<file path="config.mk">
export PLATFORM = sky130hd
export DESIGN_NAME = omrt_router
export DESIGN_NICKNAME = d
export VERILOG_FILES = /design/src/rtl/omrt_pkg.sv /design/src/rtl/omrt_xbar.sv /design/src/rtl/omrt_alloc.sv /design/src/rtl/omrt_router.sv
export SDC_FILE = /design/constraint.sdc
export NUM_CORES = 1
export LEC_CHECK = 0
export ABC_AREA = 1
export BUFFER_PORTS_ARGS = -buffer_cell sky130_fd_sc_hd__buf_2
export CAP_MARGIN = 40
export CORE_UTILIZATION = 33
export CTS_CLUSTER_SIZE = 20
export DETAILED_ROUTE_END_ITERATION = 7
export REMOVE_ABC_BUFFERS = 1
export SYNTH_ARGS = -nofsm -noshare
export SYNTH_HDL_FRONTEND = slang
export SYNTH_HIERARCHICAL = 1
export SYNTH_SLANG_ARGS = --single-unit
</file>
<file path="constraint.sdc">
create_clock -name clk -period 9.6 [get_ports clk]
set_clock_uncertainty 0.1 [all_clocks]
set_input_delay 1.92 -clock clk [delete_from_list [all_inputs] [get_ports clk]]
set_output_delay 1.92 -clock clk [all_outputs]
set_load 0.03 [all_outputs]
</file>
<file path="src/rtl/omrt_pkg.sv">
package omrt_pkg;
  localparam int unsigned ADDR_W    = 3;
  localparam int unsigned N_TERM    = 1 << ADDR_W;
  localparam int unsigned BOX_PORTS = 4;
  localparam int unsigned SEL_W     = $clog2(BOX_PORTS);
  localparam int unsigned N_BOXES   = 4;
  localparam int unsigned N_LINK    = N_TERM;
endpackage

</file>
<file path="src/rtl/omrt_xbar.sv">
module omrt_xbar
  import omrt_pkg::*;
#(
  parameter int unsigned PAY_W = 19
) (
  input  logic                                  clk,
  input  logic                                  rst_n,
  input  logic [BOX_PORTS-1:0]                  in_vld,
  input  logic [BOX_PORTS-1:0][PAY_W-1:0]       in_pay,
  input  logic [BOX_PORTS-1:0]                  out_en,
  input  logic [BOX_PORTS-1:0][SEL_W-1:0]       out_sel,
  output logic [BOX_PORTS-1:0]                  out_vld,
  output logic [BOX_PORTS-1:0][PAY_W-1:0]       out_pay
);
  logic [BOX_PORTS-1:0][BOX_PORTS-1:0] use_map;

  always_comb begin
    for (int o = 0; o < BOX_PORTS; o++) begin
      out_vld[o] = out_en[o] & in_vld[out_sel[o]];
      out_pay[o] = out_en[o] ? in_pay[out_sel[o]] : '0;
    end
    for (int p = 0; p < BOX_PORTS; p++) begin
      for (int o = 0; o < BOX_PORTS; o++) begin
        use_map[p][o] = out_en[o] && (out_sel[o] == SEL_W'(p));
      end
    end
  end

  for (genvar p = 0; p < BOX_PORTS; p++) begin : g_port_chk
    // one input port feeds at most one box output
    p_port_once_r8: assert property (@(posedge clk) disable iff (!rst_n)
      $countones(use_map[p]) <= 1);
  end
  for (genvar o = 0; o < BOX_PORTS; o++) begin : g_out_chk
    // an enabled output always selects a live input
    p_sel_live_r8: assert property (@(posedge clk) disable iff (!rst_n)
      out_en[o] |-> in_vld[out_sel[o]]);
  end
endmodule

</file>
<file path="src/rtl/omrt_alloc.sv">
module omrt_alloc
  import omrt_pkg::*;
(
  input  logic [N_TERM-1:0]              in_valid,
  input  logic [N_TERM-1:0][ADDR_W-1:0]  in_dest,
  input  logic [N_BOXES-1:0]             box_fault,
  input  logic [N_LINK-1:0]              link_fault,
  input  logic                           pref,
  output logic [N_TERM-1:0]              blocked,
  output logic [N_TERM-1:0]              unroutable,
  output logic [N_LINK-1:0]              link_en,
  output logic [N_LINK-1:0][SEL_W-1:0]   link_port,
  output logic [N_TERM-1:0]              dst_en,
  output logic [N_TERM-1:0][SEL_W-1:0]   dst_port
);
  logic [N_TERM-1:0] dest_busy;
  logic [N_LINK-1:0] link_busy;

  always_comb begin
    dest_busy  = '0;
    link_busy  = '0;
    blocked    = '0;
    unroutable = '0;
    link_en    = '0;
    link_port  = '0;
    dst_en     = '0;
    dst_port   = '0;
    for (int i = 0; i < N_TERM; i++) begin
      logic       b, c, got, r;
      logic [2:0] l_try, l_alt, l_sel;
      logic       ok_box, h_try, h_alt;
      b      = i[0];
      c      = in_dest[i][1];
      l_try  = {pref, c, b};
      l_alt  = {~pref, c, b};
      h_try  = ~link_fault[l_try];
      h_alt  = ~link_fault[l_alt];
      ok_box = ~box_fault[{1'b0, b}] & ~box_fault[{1'b1, c}];
      got    = 1'b0;
      r      = pref;
      l_sel  = l_try;
      if (in_valid[i]) begin
        if (!(ok_box && (h_try || h_alt))) begin
          unroutable[i] = 1'b1;
        end else if (dest_busy[in_dest[i]]) begin
          blocked[i] = 1'b1;
        end else if (h_try && !link_busy[l_try]) begin
          got = 1'b1;
        end else if (h_alt && !link_busy[l_alt]) begin
          got   = 1'b1;
          r     = ~pref;
          l_sel = l_alt;
        end else begin
          blocked[i] = 1'b1;
        end
      end
      if (got) begin
        link_busy[l_sel]      = 1'b1;
        link_en[l_sel]        = 1'b1;
        link_port[l_sel]      = i[2:1];
        dest_busy[in_dest[i]] = 1'b1;
        dst_en[in_dest[i]]    = 1'b1;
        dst_port[in_dest[i]]  = {b, r};
      end
    end
  end
endmodule

</file>
<file path="src/rtl/omrt_router.sv">
module omrt_router
  import omrt_pkg::*;
#(
  parameter int unsigned DATA_W = 16
) (
  input  logic                              clk,
  input  logic                              rst_n,
  input  logic [N_TERM-1:0]                 in_valid,
  input  logic [N_TERM-1:0][ADDR_W-1:0]     in_dest,
  input  logic [N_TERM-1:0][DATA_W-1:0]     in_data,
  input  logic [N_BOXES-1:0]                box_fault,
  input  logic [N_LINK-1:0]                 link_fault,
  output logic [N_TERM-1:0]                 in_blocked,
  output logic [N_TERM-1:0]                 in_unroutable,
  output logic [N_TERM-1:0]                 out_valid,
  output logic [N_TERM-1:0][ADDR_W-1:0]     out_src,
  output logic [N_TERM-1:0][DATA_W-1:0]     out_data
);
  localparam int unsigned PAY_W = ADDR_W + DATA_W;

  logic [1:0]                        rst_sync_q;
  logic                              rst_sync_n;
  logic                              pref_q, pref_d;
  logic [N_LINK-1:0]                 link_en;
  logic [N_LINK-1:0][SEL_W-1:0]      link_port;
  logic [N_TERM-1:0]                 dst_en;
  logic [N_TERM-1:0][SEL_W-1:0]      dst_port;
  logic [N_LINK-1:0]                 link_vld;
  logic [N_LINK-1:0][PAY_W-1:0]      link_pay;
  logic [N_TERM-1:0]                 fab_vld;
  logic [N_TERM-1:0][PAY_W-1:0]      fab_pay;
  logic [N_TERM-1:0]                 ovld_q, ovld_d;
  logic [N_TERM-1:0][PAY_W-1:0]      opay_q;

  // reset: asserted at once, released after two clocks
  always_ff @(posedge clk or negedge rst_n) begin
    if (!rst_n) rst_sync_q <= 2'b00;
    else        rst_sync_q <= {rst_sync_q[0], 1'b1};
  end
  assign rst_sync_n = rst_sync_q[1];

  // alternating first-choice path bit
  assign pref_d = ~pref_q;
  always_ff @(posedge clk or negedge rst_sync_n) begin
    if (!rst_sync_n) pref_q <= 1'b0;
    else             pref_q <= pref_d;
  end

  omrt_alloc u_alloc (
    .in_valid   (in_valid),
    .in_dest    (in_dest),
    .box_fault  (box_fault),
    .link_fault (link_fault),
    .pref       (pref_q),
    .blocked    (in_blocked),
    .unroutable (in_unroutable),
    .link_en    (link_en),
    .link_port  (link_port),
    .dst_en     (dst_en),
    .dst_port   (dst_port)
  );

  // stage one: box b serves inputs with n3 = b; port p = (n1,n2); out port (r1,m2)
  for (genvar b = 0; b < 2; b++) begin : g_s1
    logic [BOX_PORTS-1:0]             s_in_vld, s_out_en, s_out_vld;
    logic [BOX_PORTS-1:0][PAY_W-1:0]  s_in_pay, s_out_pay;
    logic [BOX_PORTS-1:0][SEL_W-1:0]  s_out_sel;
    for (genvar p = 0; p < BOX_PORTS; p++) begin : g_p
      assign s_in_vld[p]  = in_valid[p*2+b];
      assign s_in_pay[p]  = {ADDR_W'(p*2+b), in_data[p*2+b]};
      assign s_out_en[p]  = link_en[(p/2)*4 + (p%2)*2 + b];
      assign s_out_sel[p] = link_port[(p/2)*4 + (p%2)*2 + b];
      assign link_vld[(p/2)*4 + (p%2)*2 + b] = s_out_vld[p];
      assign link_pay[(p/2)*4 + (p%2)*2 + b] = s_out_pay[p];
    end
    omrt_xbar #(.PAY_W(PAY_W)) u_box (
      .clk(clk), .rst_n(rst_sync_n),
      .in_vld(s_in_vld), .in_pay(s_in_pay),
      .out_en(s_out_en), .out_sel(s_out_sel),
      .out_vld(s_out_vld), .out_pay(s_out_pay)
    );
  end

  // stage two: box c serves m2 = c; in port (n3,r1); out port (m3,m1)
  for (genvar c = 0; c < 2; c++) begin : g_s2
    logic [BOX_PORTS-1:0]             s_in_vld, s_out_en, s_out_vld;
    logic [BOX_PORTS-1:0][PAY_W-1:0]  s_in_pay, s_out_pay;
    logic [BOX_PORTS-1:0][SEL_W-1:0]  s_out_sel;
    for (genvar q = 0; q < BOX_PORTS; q++) begin : g_q
      assign s_in_vld[q]  = link_vld[(q%2)*4 + c*2 + q/2];
      assign s_in_pay[q]  = link_pay[(q%2)*4 + c*2 + q/2];
      assign s_out_en[q]  = dst_en[(q%2)*4 + c*2 + q/2];
      assign s_out_sel[q] = dst_port[(q%2)*4 + c*2 + q/2];
      assign fab_vld[(q%2)*4 + c*2 + q/2] = s_out_vld[q];
      assign fab_pay[(q%2)*4 + c*2 + q/2] = s_out_pay[q];
    end
    omrt_xbar #(.PAY_W(PAY_W)) u_box (
      .clk(clk), .rst_n(rst_sync_n),
      .in_vld(s_in_vld), .in_pay(s_in_pay),
      .out_en(s_out_en), .out_sel(s_out_sel),
      .out_vld(s_out_vld), .out_pay(s_out_pay)
    );
  end

  // output register stage
  assign ovld_d = fab_vld;
  always_ff @(posedge clk or negedge rst_sync_n) begin
    if (!rst_sync_n) ovld_q <= '0;
    else             ovld_q <= ovld_d;
  end
  always_ff @(posedge clk) begin
    for (int d = 0; d < N_TERM; d++) begin
      if (fab_vld[d]) opay_q[d] <= fab_pay[d];
    end
  end

  always_comb begin
    out_valid = ovld_q;
    for (int d = 0; d < N_TERM; d++) begin
      out_src[d]  = opay_q[d][PAY_W-1 -: ADDR_W];
      out_data[d] = opay_q[d][DATA_W-1:0];
    end
  end

  // checks against the ports
  logic [N_TERM-1:0] asked;
  always_comb begin
    asked = '0;
    for (int i = 0; i < N_TERM; i++) if (in_valid[i]) asked[in_dest[i]] = 1'b1;
  end

  for (genvar i = 0; i < N_TERM; i++) begin : g_chk
    // a granted request lands on its destination next cycle
    p_deliver_r2: assert property (@(posedge clk) disable iff (!rst_sync_n)
      (in_valid[i] && !in_blocked[i] && !in_unroutable[i]) |=>
        (out_valid[$past(in_dest[i])] &&
         out_src[$past(in_dest[i])] == ADDR_W'(i) &&
         out_data[$past(in_dest[i])] == $past(in_data[i])));
    // a faulty first-stage box leaves its requests unroutable
    p_box_fault_r4: assert property (@(posedge clk) disable iff (!rst_sync_n)
      (in_valid[i] && box_fault[i%2]) |-> in_unroutable[i]);
    // status flags exclusive and tied to a valid request
    p_status_r8: assert property (@(posedge clk) disable iff (!rst_sync_n)
      (in_blocked[i] || in_unroutable[i]) |-> (in_valid[i] && !(in_blocked[i] && in_unroutable[i])));
    // no output without a request
    p_no_phantom_r8: assert property (@(posedge clk) disable iff (!rst_sync_n)
      out_valid[i] |-> $past(asked[i]));
  end
endmodule

</file>
Word level (Yosys, flattened, before mapping). Memory sizes are Yosys's and may differ from the RTL's. Cells that the tools add are included.

Add/subtract/negate cells: 0. Multipliers: 0. Div/mod/pow operators: 0. Magnitude comparators: 72. Equality and inequality tests: 0. Shift operators: 0. Multiplexer cells: 440. Bitwise logic cells: 77. Reductions and logical operators: 64.

Operator list (number): 19-bit binary-select mux with 2-bit select (16); 19-bit two-way mux (24); 1-bit two-way mux (224); 16-bit two-way mux (13); 8-bit bitwise OR (17); 3-bit by 4-bit less-than comparator with 1-bit output (second input constant) (32); 8-bit two-way mux (16); 3-bit two-way mux (40); 16-bit bitwise mux (7); 1-bit binary-select mux with 2-bit select (48); 2-bit demux with 3-bit select (14); 2-bit by 3-bit less-than comparator with 1-bit output (second input constant) (24); 1-bit demux with 3-bit select (16); 3-bit by 1-bit greater-or-equal comparator with 1-bit output (second input constant) (16); 1-bit logical AND (40); 16-bit bitwise OR (2); 2-bit two-way mux (14); 1-bit NOT (27); 1-bit AND (24); 8-bit AND (3); 8-bit NOT (3); 1-bit binary-select mux with 3-bit select (7); 15-bit by 16-bit AND with 16-bit output (1); 1-bit logical NOT (16); 2 further kinds (9).

Register bits: 163. Latch bits: 0. Bits in writable memories: 0. ROM bits: 8. Input bits: 174. Output and inout bits: 176. Memories kept: 1.

Memories: (name not given) (words 8, bits a word 1, read ports 1, clocked after Yosys merged registers in 0, write ports 0, line omrt_alloc.sv:45) `end else if (dest_busy[in_dest[i]]) begin`.

Depth between registers and ports, before layout.
Depth in word-level cells: 126. Depth in mapped cells: 68. Gate-level depth less buffers: 66.

Cells and area by module. Netlist, hierarchy kept.

By module, submodules not included: omrt_xbar (instances 4, cells an instance 712, area an instance 3161.8 um2, seq. area each 0.0 um2); omrt_router (instances 1, cells an instance 166, area an instance 4850.9 um2, seq. area each 4839.6 um2); omrt_alloc (instances 1, cells an instance 844, area an instance 4232.8 um2, seq. area each 0.0 um2).

Worst setup path after synthesis. Ideal clock, no wire load.

Path type: input to register. Start: input port box_fault[3]. End: register opay_q, in the netlist out_data[100], enable pin. Setup time: 403 ps. Data arrival time: 8338 ps. Data required time: 9097 ps. Slack: 760 ps. Cell stages on the path: 63. Buffers on the path: 4. Cell sequence: buf_2 > nand2_2 > nand2_2 > nor2_8 > nand2_4 > inv_2 > nand2_2 > nor2_4 > nand2_1 > nand2_1 > inv_2 > nand2_4 > nor2_8 > nand2_2 > nand2_1 > nand2_1 > nand3_2 > nor2_8 > (+27 left out) > nand2_1 > nand2_1 > nand2_1 > nor2_4 > nand4_1 > nand2_2 > buf_6 > nand2_2 > nand2_1 > buf_6 > buf_2 > nand2_1 > nand3_1 > a21oi_1 > inv_1 > nand2_1 > nand3_1 > a21oi_1.

RTL lines: start, declared (line omrt_router.sv:11) `input logic [N_BOXES-1:0] box_fault,`; end signal, assigned by index (line omrt_router.sv:113) `if (fab_vld[d]) opay_q[d] <= fab_pay[d];`; end, declared (line omrt_router.sv:33) `logic [N_TERM-1:0][PAY_W-1:0] opay_q;`.

Worst setup path in the final report.
Start: input port in_dest[1] in the netlist's numbering. End: output port in_blocked[7].

Cells in the longest elaborated chain, start to end: 113.

RTL lines: start, declared (line omrt_router.sv:9) `input logic [N_TERM-1:0][ADDR_W-1:0] in_dest,`; 1-bit binary-select mux with 2-bit select, on equally long branches (line omrt_alloc.sv:49, omrt_alloc.sv:37); 1-bit two-way mux, on equally long branches (line omrt_alloc.sv:49, omrt_alloc.sv:37); 1-bit logical NOT or 1-bit NOT (tied branches) (line omrt_alloc.sv:49, omrt_alloc.sv:37); 1-bit logical AND (line omrt_alloc.sv:49) `end else if (h_alt && !link_busy[l_alt]) begin`; 3-bit two-way mux (line omrt_alloc.sv:49); 3-bit two-way mux (line omrt_alloc.sv:47) `end else if (h_try && !link_busy[l_try]) begin`; 3-bit two-way mux (line omrt_alloc.sv:45); 3-bit two-way mux (line omrt_alloc.sv:43) `if (!(ok_box && (h_try || h_alt))) begin`; (+97 left out); 1-bit two-way mux (not written as such) (line omrt_alloc.sv:49); 1-bit logical NOT (line omrt_alloc.sv:49); 1-bit logical AND (line omrt_alloc.sv:49); 1-bit two-way mux (line omrt_alloc.sv:49); 1-bit two-way mux (line omrt_alloc.sv:47); 1-bit two-way mux * (line omrt_alloc.sv:45); 1-bit two-way mux * (line omrt_alloc.sv:43); 1-bit two-way mux * (line omrt_alloc.sv:42) `if (in_valid[i]) begin`; end, declared (line omrt_router.sv:13) `output logic [N_TERM-1:0] in_blocked,`.

Every way passes the cells marked *; elsewhere a longest branch is shown, timed or not. The select of a mux whose other input is x is not followed.

==> flow_summary.yaml <==
timing:
  slew_headroom_pct: 8.68
  fin_crit_ns: 9.37
  setup-tns-final_ns: 0
  worst_pin_slew_ns: 1.36
  maxSlewViolCount: 0
  fin_ws_ns: 0.226
  period_share_pct: 97.7
  setup_viol: 0
  rsz0062_at_grt: "yes"
  max_freq_mhz: 107
  hold_viol: 0
power_and_ir_drop:
  switching_power_w: 0.000814
  ir_drop_mv: 0.100
  cellPowerDensity_nw_per_um2: 86.5
  combPwrFrac_pct: 32.3
  p_total_w: 0.00224
  power_frac_seq_pct: 34.9
  cellLeakagePower_nw: 12.4
  clock_power_share_pct: 32.8
  internal_power_w: 0.00142
  switching_share_pct: 36.4
setup_path:
  worstSetupStartpointType: "primary input"
  reg2reg_depth: 55
  rrSetupSlack_ns: 1.25
  reg2reg_from: "pref_q"
  cp.required_ns: 7.58
  r2r-end: "out_data[8]"
  end_kind: "output port"
  worst-path-buf-inv: 6
  critPathMaxStageDelay_ns: 0.20
  cp_slowest_cell: "nor2_8"
  crit_family: "simple AND/OR/NAND/NOR gates"
  cpMostUsedCell: "nand2_2"
  cp_max_fo: 8
  crit_type: "primary input to output port"
  arrival_ns: 7.35
synth:
  syn_avg_cell_area_um2: 5.63
  async_reset_ff_share_pct: 6.75
  ys.warnings.count: 6
  ys_types: 50
  ys.flop_type: "edfxtp_1"
  synth_seq_cells: 163
  yosysSeqAreaShare_pct: 22.3
  syn_inst: 3858
  synth_edf_count: 152
  synth_area_um2: 21700
floorplan:
  start_util_pct: 33.5
  io_pins: 350
  rows: 93
  dieWidth_um: 259
  die_area_um2: 66900
  die_h_um: 259
  core-area_um2: 64800
clocking:
  cts_buffers: 17
  cts.sinks: 163
  insertion_delay_ns: 0.49
  clk_path_buf_depth: 2
  htreeDepth: 4
  cts-root-buf: "clkbuf_16"
  cts_tree: "done"
  clk_pin_slew_ns: 0.07
final_layout:
  stdcell_area_um2: 25900
  layout_commonest_cell: "nand2_1"
  area_growth_syn_to_layout_pct: 19.0
  final_cells: 5052
  layout_common_cells: "nand2_1 (1470), nand3_1 (698), inv_1 (476), buf_2 (344), a21oi_1 (320)"
  drive_above_1_share_pct: 19.0
  nets: 4357
global_route:
  grt_start_max_net_pins: 41
  grt_pass1_wl_mm: 154
  track_usage_pct: 30.2
  grt_pass1_vias: 23994
  antenna_found_initial: 5
  overflow: 0
place:
  dpl_worst_slack_ns: 0.112
  port_buffers: 348
  gp_congestion: 0.966
  dpl-instance-area_um2: 24300
  dp_hpwl_mm: 78.9
  place_inst: 4970
run_status:
  outcome: "finished, final reports clean"
flow_run:
  maxCapViolations: 0
routing:
  wl_per_cell_um: 20.8
  drt_iter0_drc: 3837
  viasPerCell: 5.49
  ant_nets: 0
  dr.pass1.iters: 6
  num_vias: 27733
  drc: 0
  totalWireLength_mm: 105
min_path:
  hold_path_class: "register to asynchronous set/reset pin"
==> power by group through the flow <==
stage	clock network, W	registers (W)	logic, W
6_report	0.000734	0.000779	0.000722
3_5_place_dp	0	0.000794	0.000667
3_3_place_gp	0	0.000796	0.000654
4_1_cts	0.000759	0.000779	0.000669
2_1_floorplan	0	0.000806	0.000390
5_1_grt	0.000774	0.000780	0.000779
==> stage by stage <==
| stage | hold WS [ns] | utilization (%) |
|---|---|---|
| after floorplan | 0.00779 | - |
| after global placement | 0.234 | 37.3 |
| after detailed placement | 0.109 | 37.5 |
| after CTS | 0.121 | 38.4 |
| after global routing | 0.113 | 39.9 |
| final | 0.0760 | 39.9 |
==> cell families after synthesis <==
group / synth area share [%]
flops: 22.3
other cells: 0.0518
xor+xnor: 0.155
buf+inv: 17.1
simple gates: 50.3
mux: 0.230
compound gates: 9.90
==> Yosys cell counts (all sizes together), types with 5 or more instances <==
library cell	number	area [um^2]
nand4	25	175
nor3	63	320
o211ai	7	52.6
mux2i	5	50.1
a211oi	7	52.6
nand2	1554	5920
nor2	100	579
clkbuf	49	184
inv	515	1980
or2	6	37.5
o21ai	48	263
dfrtp	11	275
nand3	741	3820
a21oi	329	1650
edfxtp	152	4560
buf	211	1550
==> sequential cells by signal, indices dropped and copies added, names as in the netlist <==
signal,flops
out_data,128
rst_sync_q,2
out_valid,8
pref_q,1
out_src,24
==> per-layer routing <==
metal	routed length, um	share of wire, %	track usage [%]
met2	45900	44	46.3
met5	58	0.055	0
met4	3390	3.2	9.11
met1	43500	41	42.3
met3	12200	12	6.23
==> worst register-to-register path: cells and delay by family (launching register included) <==
kind                   cells  cell delay, ns
AND/OR/NAND/NOR           43            4.70
buffers and inverters      7            1.60
AO/OA/AOI/OAI              5            1.39
flip-flops                 1            0.32
==> how the worst max path moves through the flow <==
| stage | from | slack (ns) | cells after the start | endpoint |
|---|---|---|---|---|
| after global routing | in_dest[1] | -0.11 | 55 | in_blocked[7] |
| final | in_dest[1] | 0.23 | 55 | in_blocked[7] |
| after global placement | in_dest[1] | 0.22 | 57 | in_blocked[7] |
| after floorplan | box_fault[2] | -0.36 | 57 | out_data[16] |
| after CTS | in_dest[1] | 0.08 | 55 | in_blocked[7] |
| after detailed placement | in_dest[1] | 0.11 | 55 | in_blocked[7] |
==> final cells by class <==
cell class              count  area, um^2
repair buffers            539        3490
diodes                      1        2.50
clock buffers              21         470
inverters                 519        2010
flip-flops and latches    163        4840
clock inverters            11         151
well taps                 855        1070
fillers                  7089       39000
multi-input cells        2943       13800
==> repair_timing <==
action | in CTS | in global routing
buffers inserted | 0 | 45
gates resized for setup | 0 | 144
hold buffers | 0 | 0
endpoints found under the setup margin | 0 | 238
No activity file was read; power rests on OpenSTA's default activity.
